File: src/rtl/simd_alu48_pkg.sv
package simd_alu48_pkg;

  typedef enum logic [1:0] {
    LANES_1    = 2'b00,
    LANES_2    = 2'b01,
    LANES_4    = 2'b10,
    LANES_RSVD = 2'b11
  } lane_mode_e;

  localparam logic [3:0] OP_ADD  = 4'h0;
  localparam logic [3:0] OP_SUB  = 4'h3;
  localparam logic [3:0] OP_AND  = 4'h8;
  localparam logic [3:0] OP_OR   = 4'h9;
  localparam logic [3:0] OP_XOR  = 4'hA;
  localparam logic [3:0] OP_XNOR = 4'hB;
  localparam logic [3:0] OP_NAND = 4'hC;
  localparam logic [3:0] OP_NOR  = 4'hD;
  localparam logic [3:0] OP_NOT  = 4'hE;

  localparam int unsigned MAX_LANES = 4;

  typedef struct packed {
    logic [6:0] opmode;
    logic [3:0] alu;
    lane_mode_e lanes;
    logic [2:0] csel;
    logic       cin;
    logic       autorst;
  } ctrl_t;

endpackage

File: src/rtl/lane_addsub.sv
module lane_addsub #(
  parameter int unsigned W = 12
) (
  input  logic [W-1:0] x_i,
  input  logic [W-1:0] y_i,
  input  logic [W-1:0] z_i,
  input  logic         cin_i,
  input  logic         sub_i,
  output logic [W-1:0] sum_o,
  output logic         cout_o
);
  // two guard bits hold a three-operand sum or a negative difference
  logic [W+1:0] xy, t;

  always_comb begin
    xy = {2'b00, x_i} + {2'b00, y_i} + {{(W+1){1'b0}}, cin_i};
    t  = sub_i ? ({2'b00, z_i} - xy) : ({2'b00, z_i} + xy);
    sum_o  = t[W-1:0];
    cout_o = sub_i ? ~t[W+1] : |t[W+1:W];
  end
endmodule

File: src/rtl/logic_unit.sv
module logic_unit
  import simd_alu48_pkg::*;
#(
  parameter int unsigned W = 48
) (
  input  logic [W-1:0] x_i,
  input  logic [W-1:0] z_i,
  input  logic [3:0]   op_i,
  output logic [W-1:0] r_o
);
  always_comb begin
    unique case (op_i)
      OP_AND:  r_o = x_i & z_i;
      OP_OR:   r_o = x_i | z_i;
      OP_XOR:  r_o = x_i ^ z_i;
      OP_XNOR: r_o = x_i ~^ z_i;
      OP_NAND: r_o = ~(x_i & z_i);
      OP_NOR:  r_o = ~(x_i | z_i);
      OP_NOT:  r_o = ~z_i;
      default: r_o = z_i;
    endcase
  end
endmodule

File: src/rtl/pat_match.sv
module pat_match #(
  parameter int unsigned W = 48
) (
  input  logic [W-1:0] p_i,
  input  logic [W-1:0] pattern_i,
  input  logic [W-1:0] mask_i,
  output logic         hit_o,
  output logic         hit_b_o
);
  always_comb begin
    hit_o   = &((p_i ~^ pattern_i) | mask_i);
    hit_b_o = &((p_i ^ pattern_i) | mask_i);
  end
endmodule

File: src/rtl/simd_alu48.sv
module simd_alu48
  import simd_alu48_pkg::*;
#(
  parameter int unsigned W      = 48,
  parameter bit          IN_REG = 1'b1
) (
  input  logic         clk_i,
  input  logic         rst_ni,
  input  logic [6:0]   opmode_i,
  input  logic [3:0]   alu_mode_i,
  input  logic [1:0]   lane_mode_i,
  input  logic [2:0]   carry_sel_i,
  input  logic         carry_i,
  input  logic         auto_rst_i,
  input  logic [W-1:0] a_i,
  input  logic [W-1:0] b_i,
  input  logic [W-1:0] c_i,
  input  logic [W-1:0] pattern_i,
  input  logic [W-1:0] mask_i,
  output logic [W-1:0] p_o,
  output logic [3:0]   carry_o,
  output logic         pat_det_o,
  output logic         pat_detb_o,
  output logic         overflow_o,
  output logic         underflow_o
);
  localparam int unsigned W2 = W / 2;
  localparam int unsigned W4 = W / 4;

  ctrl_t        ctrl_in, st_ctrl;
  logic [W-1:0] st_a, st_b, st_c, st_pat, st_mask;

  assign ctrl_in = '{opmode: opmode_i, alu: alu_mode_i,
                     lanes: lane_mode_e'(lane_mode_i), csel: carry_sel_i,
                     cin: carry_i, autorst: auto_rst_i};

  generate
    if (IN_REG) begin : g_inreg
      always_ff @(posedge clk_i or negedge rst_ni) begin
        if (!rst_ni) begin
          st_ctrl <= '0;
          st_a    <= '0;
          st_b    <= '0;
          st_c    <= '0;
          st_pat  <= '0;
          st_mask <= '0;
        end else begin
          st_ctrl <= ctrl_in;
          st_a    <= a_i;
          st_b    <= b_i;
          st_c    <= c_i;
          st_pat  <= pattern_i;
          st_mask <= mask_i;
        end
      end
    end else begin : g_direct
      always_comb begin
        st_ctrl = ctrl_in;
        st_a    = a_i;
        st_b    = b_i;
        st_c    = c_i;
        st_pat  = pattern_i;
        st_mask = mask_i;
      end
    end
  endgenerate

  logic [W-1:0] p_q;
  logic [3:0]   c_q;
  logic         det_q, detb_q, ovf_q, unf_q;

  // operand selection
  logic [W-1:0] x_v, y_v, z_v;
  logic         cin_v;

  always_comb begin
    unique case (st_ctrl.opmode[1:0])
      2'b00:   x_v = '0;
      2'b01:   x_v = p_q;
      2'b10:   x_v = st_a;
      default: x_v = '1;
    endcase
    unique case (st_ctrl.opmode[3:2])
      2'b00:   y_v = '0;
      2'b01:   y_v = '1;
      2'b10:   y_v = st_c;
      default: y_v = st_b;
    endcase
    case (st_ctrl.opmode[6:4])
      3'b001:  z_v = p_q;
      3'b010:  z_v = st_c;
      3'b011:  z_v = st_b;
      default: z_v = '0;
    endcase
    case (st_ctrl.csel)
      3'b000:  cin_v = st_ctrl.cin;
      3'b001:  cin_v = c_q[3];
      3'b010:  cin_v = ~p_q[W-1];
      default: cin_v = 1'b0;
    endcase
  end

  logic sub_v, logic_s, autorst_s;
  lane_mode_e lanes_s;
  assign sub_v     = (st_ctrl.alu == OP_SUB);
  assign logic_s   = st_ctrl.alu[3];
  assign autorst_s = st_ctrl.autorst;
  assign lanes_s   = st_ctrl.lanes;

  // one adder set per lane split; carry-in only into the lowest lane
  logic [W-1:0] s_full, s_half, s_quar;
  logic         c_full;
  logic [1:0]   c_half;
  logic [3:0]   c_quar;

  lane_addsub #(.W(W)) u_full (
    .x_i(x_v), .y_i(y_v), .z_i(z_v), .cin_i(cin_v), .sub_i(sub_v),
    .sum_o(s_full), .cout_o(c_full)
  );

  for (genvar g = 0; g < 2; g++) begin : g_half
    lane_addsub #(.W(W2)) u_add (
      .x_i(x_v[g*W2 +: W2]), .y_i(y_v[g*W2 +: W2]), .z_i(z_v[g*W2 +: W2]),
      .cin_i((g == 0) ? cin_v : 1'b0), .sub_i(sub_v),
      .sum_o(s_half[g*W2 +: W2]), .cout_o(c_half[g])
    );
  end

  for (genvar g = 0; g < MAX_LANES; g++) begin : g_quar
    lane_addsub #(.W(W4)) u_add (
      .x_i(x_v[g*W4 +: W4]), .y_i(y_v[g*W4 +: W4]), .z_i(z_v[g*W4 +: W4]),
      .cin_i((g == 0) ? cin_v : 1'b0), .sub_i(sub_v),
      .sum_o(s_quar[g*W4 +: W4]), .cout_o(c_quar[g])
    );
  end

  logic [W-1:0] lres;
  logic_unit #(.W(W)) u_logic (
    .x_i(x_v), .z_i(z_v), .op_i(st_ctrl.alu), .r_o(lres)
  );

  logic [W-1:0] sum_v, p_nxt;
  logic [3:0]   cv, c_nxt;
  logic         clr_v;

  always_comb begin
    unique case (lanes_s)
      LANES_2: begin sum_v = s_half; cv = {c_half[1], 1'b0, c_half[0], 1'b0}; end
      LANES_4: begin sum_v = s_quar; cv = c_quar; end
      default: begin sum_v = s_full; cv = {c_full, 3'b000}; end
    endcase
    clr_v = autorst_s & det_q;
    p_nxt = clr_v ? '0 : (logic_s ? lres : sum_v);
    c_nxt = (clr_v | logic_s) ? 4'b0000 : cv;
  end

  logic hit_v, hitb_v;
  pat_match #(.W(W)) u_pat (
    .p_i(p_nxt), .pattern_i(st_pat), .mask_i(st_mask),
    .hit_o(hit_v), .hit_b_o(hitb_v)
  );

  always_ff @(posedge clk_i or negedge rst_ni) begin
    if (!rst_ni) begin
      p_q    <= '0;
      c_q    <= '0;
      det_q  <= 1'b0;
      detb_q <= 1'b0;
      ovf_q  <= 1'b0;
      unf_q  <= 1'b0;
    end else begin
      p_q    <= p_nxt;
      c_q    <= c_nxt;
      det_q  <= hit_v;
      detb_q <= hitb_v;
      ovf_q  <= ~clr_v & det_q  & ~hit_v & ~hitb_v;
      unf_q  <= ~clr_v & detb_q & ~hit_v & ~hitb_v;
    end
  end

  assign p_o         = p_q;
  assign carry_o     = c_q;
  assign pat_det_o   = det_q;
  assign pat_detb_o  = detb_q;
  assign overflow_o  = ovf_q;
  assign underflow_o = unf_q;

endmodule

File: config.mk
export PLATFORM = sky130hd
export DESIGN_NAME = simd_alu48
export DESIGN_NICKNAME = d
export VERILOG_FILES = /design/src/rtl/simd_alu48_pkg.sv /design/src/rtl/lane_addsub.sv /design/src/rtl/logic_unit.sv /design/src/rtl/pat_match.sv /design/src/rtl/simd_alu48.sv
export SDC_FILE = /design/constraint.sdc
export NUM_CORES = 1
export LEC_CHECK = 0
export BUFFER_PORTS_ARGS = -buffer_cell sky130_fd_sc_hd__clkbuf_2
export CAP_MARGIN = 20
export CORE_MARGIN = 5
export CORE_UTILIZATION = 37
export CTS_CLUSTER_DIAMETER = 40
export DETAILED_ROUTE_END_ITERATION = 16
export SYNTH_ARGS = -nofsm -noshare
export SYNTH_HDL_FRONTEND = slang
export SYNTH_SLANG_ARGS = --single-unit
File: constraint.sdc
create_clock -name clk_i -period 10.5 [get_ports clk_i]
set_input_delay 0.525 -clock clk_i [delete_from_list [all_inputs] [get_ports clk_i]]
set_output_delay 0.525 -clock clk_i [all_outputs]
set_load 0.05 [all_outputs]
=== After elaboration in Yosys (flattened, before gate mapping) ===
Cells that the tools add are included.
Widths: inputs -> output; s select.

* Reduce and logical (&&, ||, !) cells: 12
* $add $sub $neg: 24
* Eq/ne operators: 19
* Bitwise logic cells: 30
* Mux-type cells: 24

{| class="wikitable"
|+ Operators by type and width
! operator !! count
|-
| $pmux 48 s3 || 3
|-
| $pmux 48 s7 || 1
|-
| $not 48->48 || 3
|-
| $or 48x48->48 || 3
|-
| $mux 48 || 2
|-
| $pmux 48 s2 || 1
|-
| $reduce_and 48->1 || 2
|-
| $xnor 48x48->48 || 2
|-
| $xor 48x48->48 || 2
|-
| $add 12x14->14 || 4
|-
| $mux 14 || 4
|-
| $sub 12x14->14 || 4
|-
| $add 12x12->13 || 4
|-
| $add 24x26->26 || 2
|-
| $mux 26 || 2
|-
| $sub 24x26->26 || 2
|-
| $add 24x24->25 || 2
|-
| $add 48x50->50 || 1
|-
| $add 50x1->50 || 1
|-
| $mux 50 || 1
|-
| $sub 48x50->50 || 1
|-
| $add 48x48->49 || 1
|-
| $and 48x48->48 || 1
|-
| $eq 4x4->1 const B || 7
|-
| other kinds (17) || 53
|}

* Word-level logic and storage cells: 126
* Flip-flop bits (word level): 314
* Output and inout port bits: 56

=== Depth between registers and ports, before layout ===
* Word-level depth: 15
* Depth in mapped cells: 40
* Gate-level depth less buffers: 38

=== Hierarchy ===
A second synthesis with hierarchy kept.

* Cells, all modules: 4608
* Area total of the unflattened synthesis: 37208.2 um^2

{| class="wikitable"
|+ By module, submodules not included
! module !! sequential area each (um^2) !! cells each !! area each (um^2) !! instances
|-
| simd_alu48 || 7857.5 || 1001 || 11895.2 || 1
|-
| lane_addsub at u_full || 0.0 || 1041 || 6985.4 || 1
|-
| lane_addsub at g_quar[0].u_add ... || 0.0 || 195 || 1430.1 || 4
|-
| logic_unit || 0.0 || 709 || 4820.9 || 1
|-
| lane_addsub at g_half[1].u_add || 0.0 || 492 || 3597.2 || 1
|-
| lane_addsub at g_half[0].u_add || 0.0 || 434 || 3135.5 || 1
|-
| pat_match || 0.0 || 151 || 1053.5 || 1
|}

=== Worst setup path after synthesis ===
OpenSTA, ideal clock, no wires.

* Path type: register to register
* Start point: register st_ctrl[11] (netlist bit)
* End point: register unf_q (netlist: underflow_o)
* Buffers on the path: 4
* Data required time: 10.380 ns
* Data arrival time: 8.578 ns
* Cell stages (with the launch flop): 37
* Path slack: 1.802 ns
* Path through: dfrtp_1 clkbuf_1 clkbuf_1 a21o_1 o21a_1 ha_1 fa_1 a21o_1 a311o_2 a31oi_4 o221ai_1 or3_1 nor4_1 mux2i_1 a21oi_1 or4_1 or2_1 buf_2 o21ai_0 a31oi_1 xnor2_1 ha_1 clkbuf_1 nand2_1 nor2_1 and3_1 and3_1 a21boi_0 o21a_1 o31a_1 a211oi_1 mux2_2 a2111oi_0 nand4_1 nor4b_1 o2111ai_1 and4_1

* Word-level cells in the longest chain between the ends: 15

{| class="wikitable"
|+ Ends and longest elaborated chain
! item !! RTL line !! source
|-
| start: declaration || simd_alu48.sv:30 || <nowiki>ctrl_t ctrl_in, st_ctrl;</nowiki>
|-
| start signal: assignment || simd_alu48.sv:48 || <nowiki>st_ctrl <= ctrl_in;</nowiki>
|-
| $eq 2x2->1, or another cell as far along || simd_alu48.sv:77 || <nowiki>unique case (st_ctrl.opmode[1:0])</nowiki>
|-
| $pmux 48 s3 * || simd_alu48.sv:77 ||
|-
| $add 48x48->49 || lane_addsub.sv:16 || <nowiki>xy = {2'b00, x_i} + {2'b00, y_i} + {{(W+1){1'b0}}, cin_i};</nowiki>
|-
| $add 50x1->50 || lane_addsub.sv:16 ||
|-
| $add 48x50->50 / $sub 48x50->50 (equally long branches) || lane_addsub.sv:17 || <nowiki>t = sub_i ? ({2'b00, z_i} - xy) : ({2'b00, z_i} + xy);</nowiki>
|-
| $mux 50 || lane_addsub.sv:17 ||
|-
| $pmux 48 s2 || simd_alu48.sv:147 || <nowiki>unique case (lanes_s)</nowiki>
|-
| $mux 48 * (2 in a row) || simd_alu48.sv:153 || <nowiki>p_nxt = clr_v ? '0 : (logic_s ? lres : sum_v);</nowiki>
|-
| named net p_nxt[30] || simd_alu48.sv:142 || <nowiki>logic [W-1:0] sum_v, p_nxt;</nowiki>
|-
| $xnor 48x48->48 || pat_match.sv:11 || <nowiki>hit_o = &((p_i ~^ pattern_i) | mask_i);</nowiki>
|-
| $or 48x48->48 || pat_match.sv:11 ||
|-
| $reduce_and 48->1 || pat_match.sv:11 ||
|-
| $not 1->1 || simd_alu48.sv:177 || <nowiki>unf_q <= ~clr_v & detb_q & ~hit_v & ~hitb_v;</nowiki>
|-
| $and 1x1->1 || simd_alu48.sv:177 ||
|-
| $and 1x1->1 * || simd_alu48.sv:177 ||
|-
| end signal: assignment || simd_alu48.sv:177 ||
|-
| end: declaration || simd_alu48.sv:70 || <nowiki>logic det_q, detb_q, ovf_q, unf_q;</nowiki>
|}

The timed path passes the listed nets; every way through them passes the cells marked *.

=== Worst setup path after layout ===
Ends and elaborated chain as after synthesis.

==> reports/qor.csv <==
metric,value,unit
CORE AREA,87020,um^2
DRT antenna net count,0,
area fraction in compound gates after synthesis,0.2781,
"Net Count, Synth",4654,
GR Overflow Total,0,
DIE AREA,93940,um^2
Post-synth EDFFs,0,
CTS H-tree lvls,2,
Setup Skew,0.05041,ns
fmax,100.5,MHz
XOR/XNOR share of the synthesized area,0.08851,
Tot GR Track Use,0.2936,
min Tclk post-route,9.953,ns
Setup TNS,0,ns
CP max-delay cell,dfrtp_4,
Main synth FF type,dfrtp_1,
Slew @ Worst Pin,1.258,ns
effective utilization at floorplan,0.3738,
Final #Nets,4902,
Synth Area in Simple Gates,0.2047,
Pins Over Slew Limit,0,
largest net degree at the start of global routing,162,
Wirelength per Cell,26.18,um
crit-path max cell delay,0.67,ns
Root Buffer,clkbuf_16,
fin crit share,0.9479,
main combinational cell family by area after synthesis,compound AO/OA/AOI/OAI gates,
post-synthesis adder-cell area fraction,0.1003,
Mapped Cells,4138,
DR pass1 iterations,6,
CTS max path bufs,3,
P_leak,16.68,nW
outcome,"complete, no violations",
VDD IR max,0.1843,mV
Die Ht,306.5,um
DR vias/cell,6.134,
Synth Warn #,0,
DRC Markers,0,
"most common cell after layout, fill and taps aside",a21oi_1,
Clock Pin Slew Worst Setup and Hold Paths,0.06,ns
GPL Wtd Cong,1.063,
Area Growth Syn to Fin,14.69,%
# IOs,316,
share of layout cells above drive strength 1,0.1494,
Sink Count,314,
Worst-Skew Late Latency,0.62,ns
Most Crowded Layer GR,met2,
RSZ-0062 raised after global routing,false,
post-synthesis mux area share,0.03293,
synthesized area,32530,um^2
number of global-route vias before repair,31390,
CTS Buf Count,46,
crit path launch type,register,
count of final setup violators,0,
DP HPWL,116.0,mm
Die Width,306.5,um
IO buf count,315,
worst hold path type,input pin to register,
Crit Path Category,register to register,
final WL,146.2,mm
power per cell area,208.7,nW/um^2
Placed Cells,5458,
first-pass GRT wire length,210.0,mm
sequential-to-total area share from yosys stat,0.2416,
Mapped Avg Cell Area,7.860,um^2
critical path peak fanout,43,
Finished Layout Cells,5584,
Netlist cell types,115,
max-cap viol count,0,
TritonCTS clock tree,yes,
"Hold Violations, Final",0,
met1 GRT Util,0.4206,
#FFs+latches synth,314,
relative slew slack,0.1612,
via count,34250,
"commonest cells after routing, fill and taps aside","376 x a21oi_1, 360 x nor2_1, 314 x clkbuf_2, 313 x nand2_1, 303 x dfrtp_1",
Critical Path RT,10.96,ns
Crit. End Element,register,
met2 GRT Util,0.4317,
Rows,108,
ys async rst share,1.000,
1st-iter DRT viols,4575,
initial antenna violation count,4,
CP Data Arrival Time,10.42,ns
met3 usage,0.07619,
Final Power,7.786,mW
## cells in the mapped netlist (20+ instances only)
cell type | n | area (um^2)
a211oi_1 | 35 | 262.8
a21boi_0 | 24 | 180.2
a21o_1 | 146 | 1096
a21oi_1 | 377 | 1887
a221oi_1 | 20 | 175.2
a22oi_1 | 24 | 180.2
a31oi_1 | 43 | 269.0
and2_1 | 22 | 137.6
and3_1 | 34 | 212.7
buf_1 | 39 | 146.4
buf_2 | 30 | 150.1
clkbuf_1 | 161 | 604.3
dfrtp_1 | 314 | 7858
ha_1 | 248 | 3103
inv_1 | 217 | 814.5
mux2_2 | 55 | 619.3
mux2i_1 | 44 | 440.4
nand2_1 | 315 | 1182
nand2b_1 | 40 | 250.2
nand3_1 | 130 | 650.6
nand4_1 | 61 | 381.6
nor2_1 | 362 | 1359
nor2b_1 | 48 | 300.3
nor3_1 | 96 | 480.5
nor4_1 | 34 | 212.7
o211ai_1 | 37 | 277.8
o21a_1 | 82 | 615.6
o21ai_0 | 263 | 1316
o221ai_1 | 34 | 297.8
o22ai_1 | 34 | 212.7
o31ai_1 | 20 | 150.1
or2_2 | 28 | 175.2
or3_1 | 42 | 262.8
xnor2_1 | 190 | 1664
xor2_1 | 135 | 1182
## registers in the layout, indices dropped and copies added (netlist names)
signal	flops
p_o	48
st_a	48
st_b	48
st_c	48
st_mask	48
st_pat	48
st_ctrl	14
carry_o	4
lanes_s	2
autorst_s	1
logic_s	1
overflow_o	1
pat_det_o	1
pat_detb_o	1
underflow_o	1
## through the flow
stage	hold slack (ns)	util	instance area, um^2	setup slack [ns]
detailed placement	0.5790	0.4056	35300	0.3256
CTS	0.003399	0.4275	37200	0.3056
finish	0.03174	0.4287	37310	0.5468
floorplan	0.2294	-	32530	1.802
global route	0.006892	0.4286	37300	0.005079
global placement	0.5861	0.4056	35300	0.3772
## final timing paths
check / from / endpoint / cells after the start / slack, ns
min in group asynchronous: rst_ni / logic_s / 2 / 0.56
worst max register to register: st_ctrl[11] / underflow_o / 31 / 0.55
worst min-delay path: c_i[25] / st_c[25] / 1 / 0.03
worst max-delay path: st_ctrl[11] / underflow_o / 31 / 0.55
worst min register to register: pat_detb_o / underflow_o / 1 / 0.59
max in group asynchronous: rst_ni / st_ctrl[15] / 3 / 8.50
## critical path, delay by kind of cell, from the launching register on
kind            cells  cell delay (ns)
compound gates     17             4.76
xor+xnor            4             0.79
fa+ha+maj           3             1.09
flops               1             0.67
mux                 1             0.22
simple gates        6             2.25
## final cells by class
cell class | count | area, um^2
Sequential cell | 314 | 7881
Clock buffer | 56 | 1239
Tap cell | 1155 | 1445
Timing Repair Buffer | 433 | 2575
Fill cell | 8830 | 49720
Inverter | 219 | 822.0
Clock inverter | 29 | 332.8
Multi-Input combinational cell | 3372 | 23000
Antenna cell | 6 | 15.01
## report_power, final
part	internal, mW	total [mW]	leakage (nW)	switching [mW]
clock network	0.899	1.55	0.760	0.653
registers	1.33	1.48	3.66	0.150
logic	1.62	4.75	12.3	3.13
## repair_timing
action,CTS,global route
resized for setup,0,19
setup buffers,0,1
setup endpoints to repair,0,4
endpoints found under the hold margin,111,0
hold buffers,33,0
## logic make-up (layout without fill, tap and decap cells)
family | after synthesis | after routing
XOR/XNOR | 327 | 327
AND/OR/NAND/NOR | 1325 | 1325
multiplexers | 100 | 100
adder cells (fa/ha/maj) | 256 | 256
buffers and inverters | 452 | 737
AO/OA/AOI/OAI | 1364 | 1364
flip-flops | 314 | 314
other | 0 | 6
## per-layer routing
metal / routed length [um] / up-vias / share of wire
met5: 0 / - / 0
met4: 5298 / 0 / 0.036
met3: 17080 / 232 / 0.12
met2: 60880 / 1868 / 0.42
met1: 62920 / 16560 / 0.43
li1: - / 15590 / -
No activity file was read; power rests on OpenSTA's default activity.
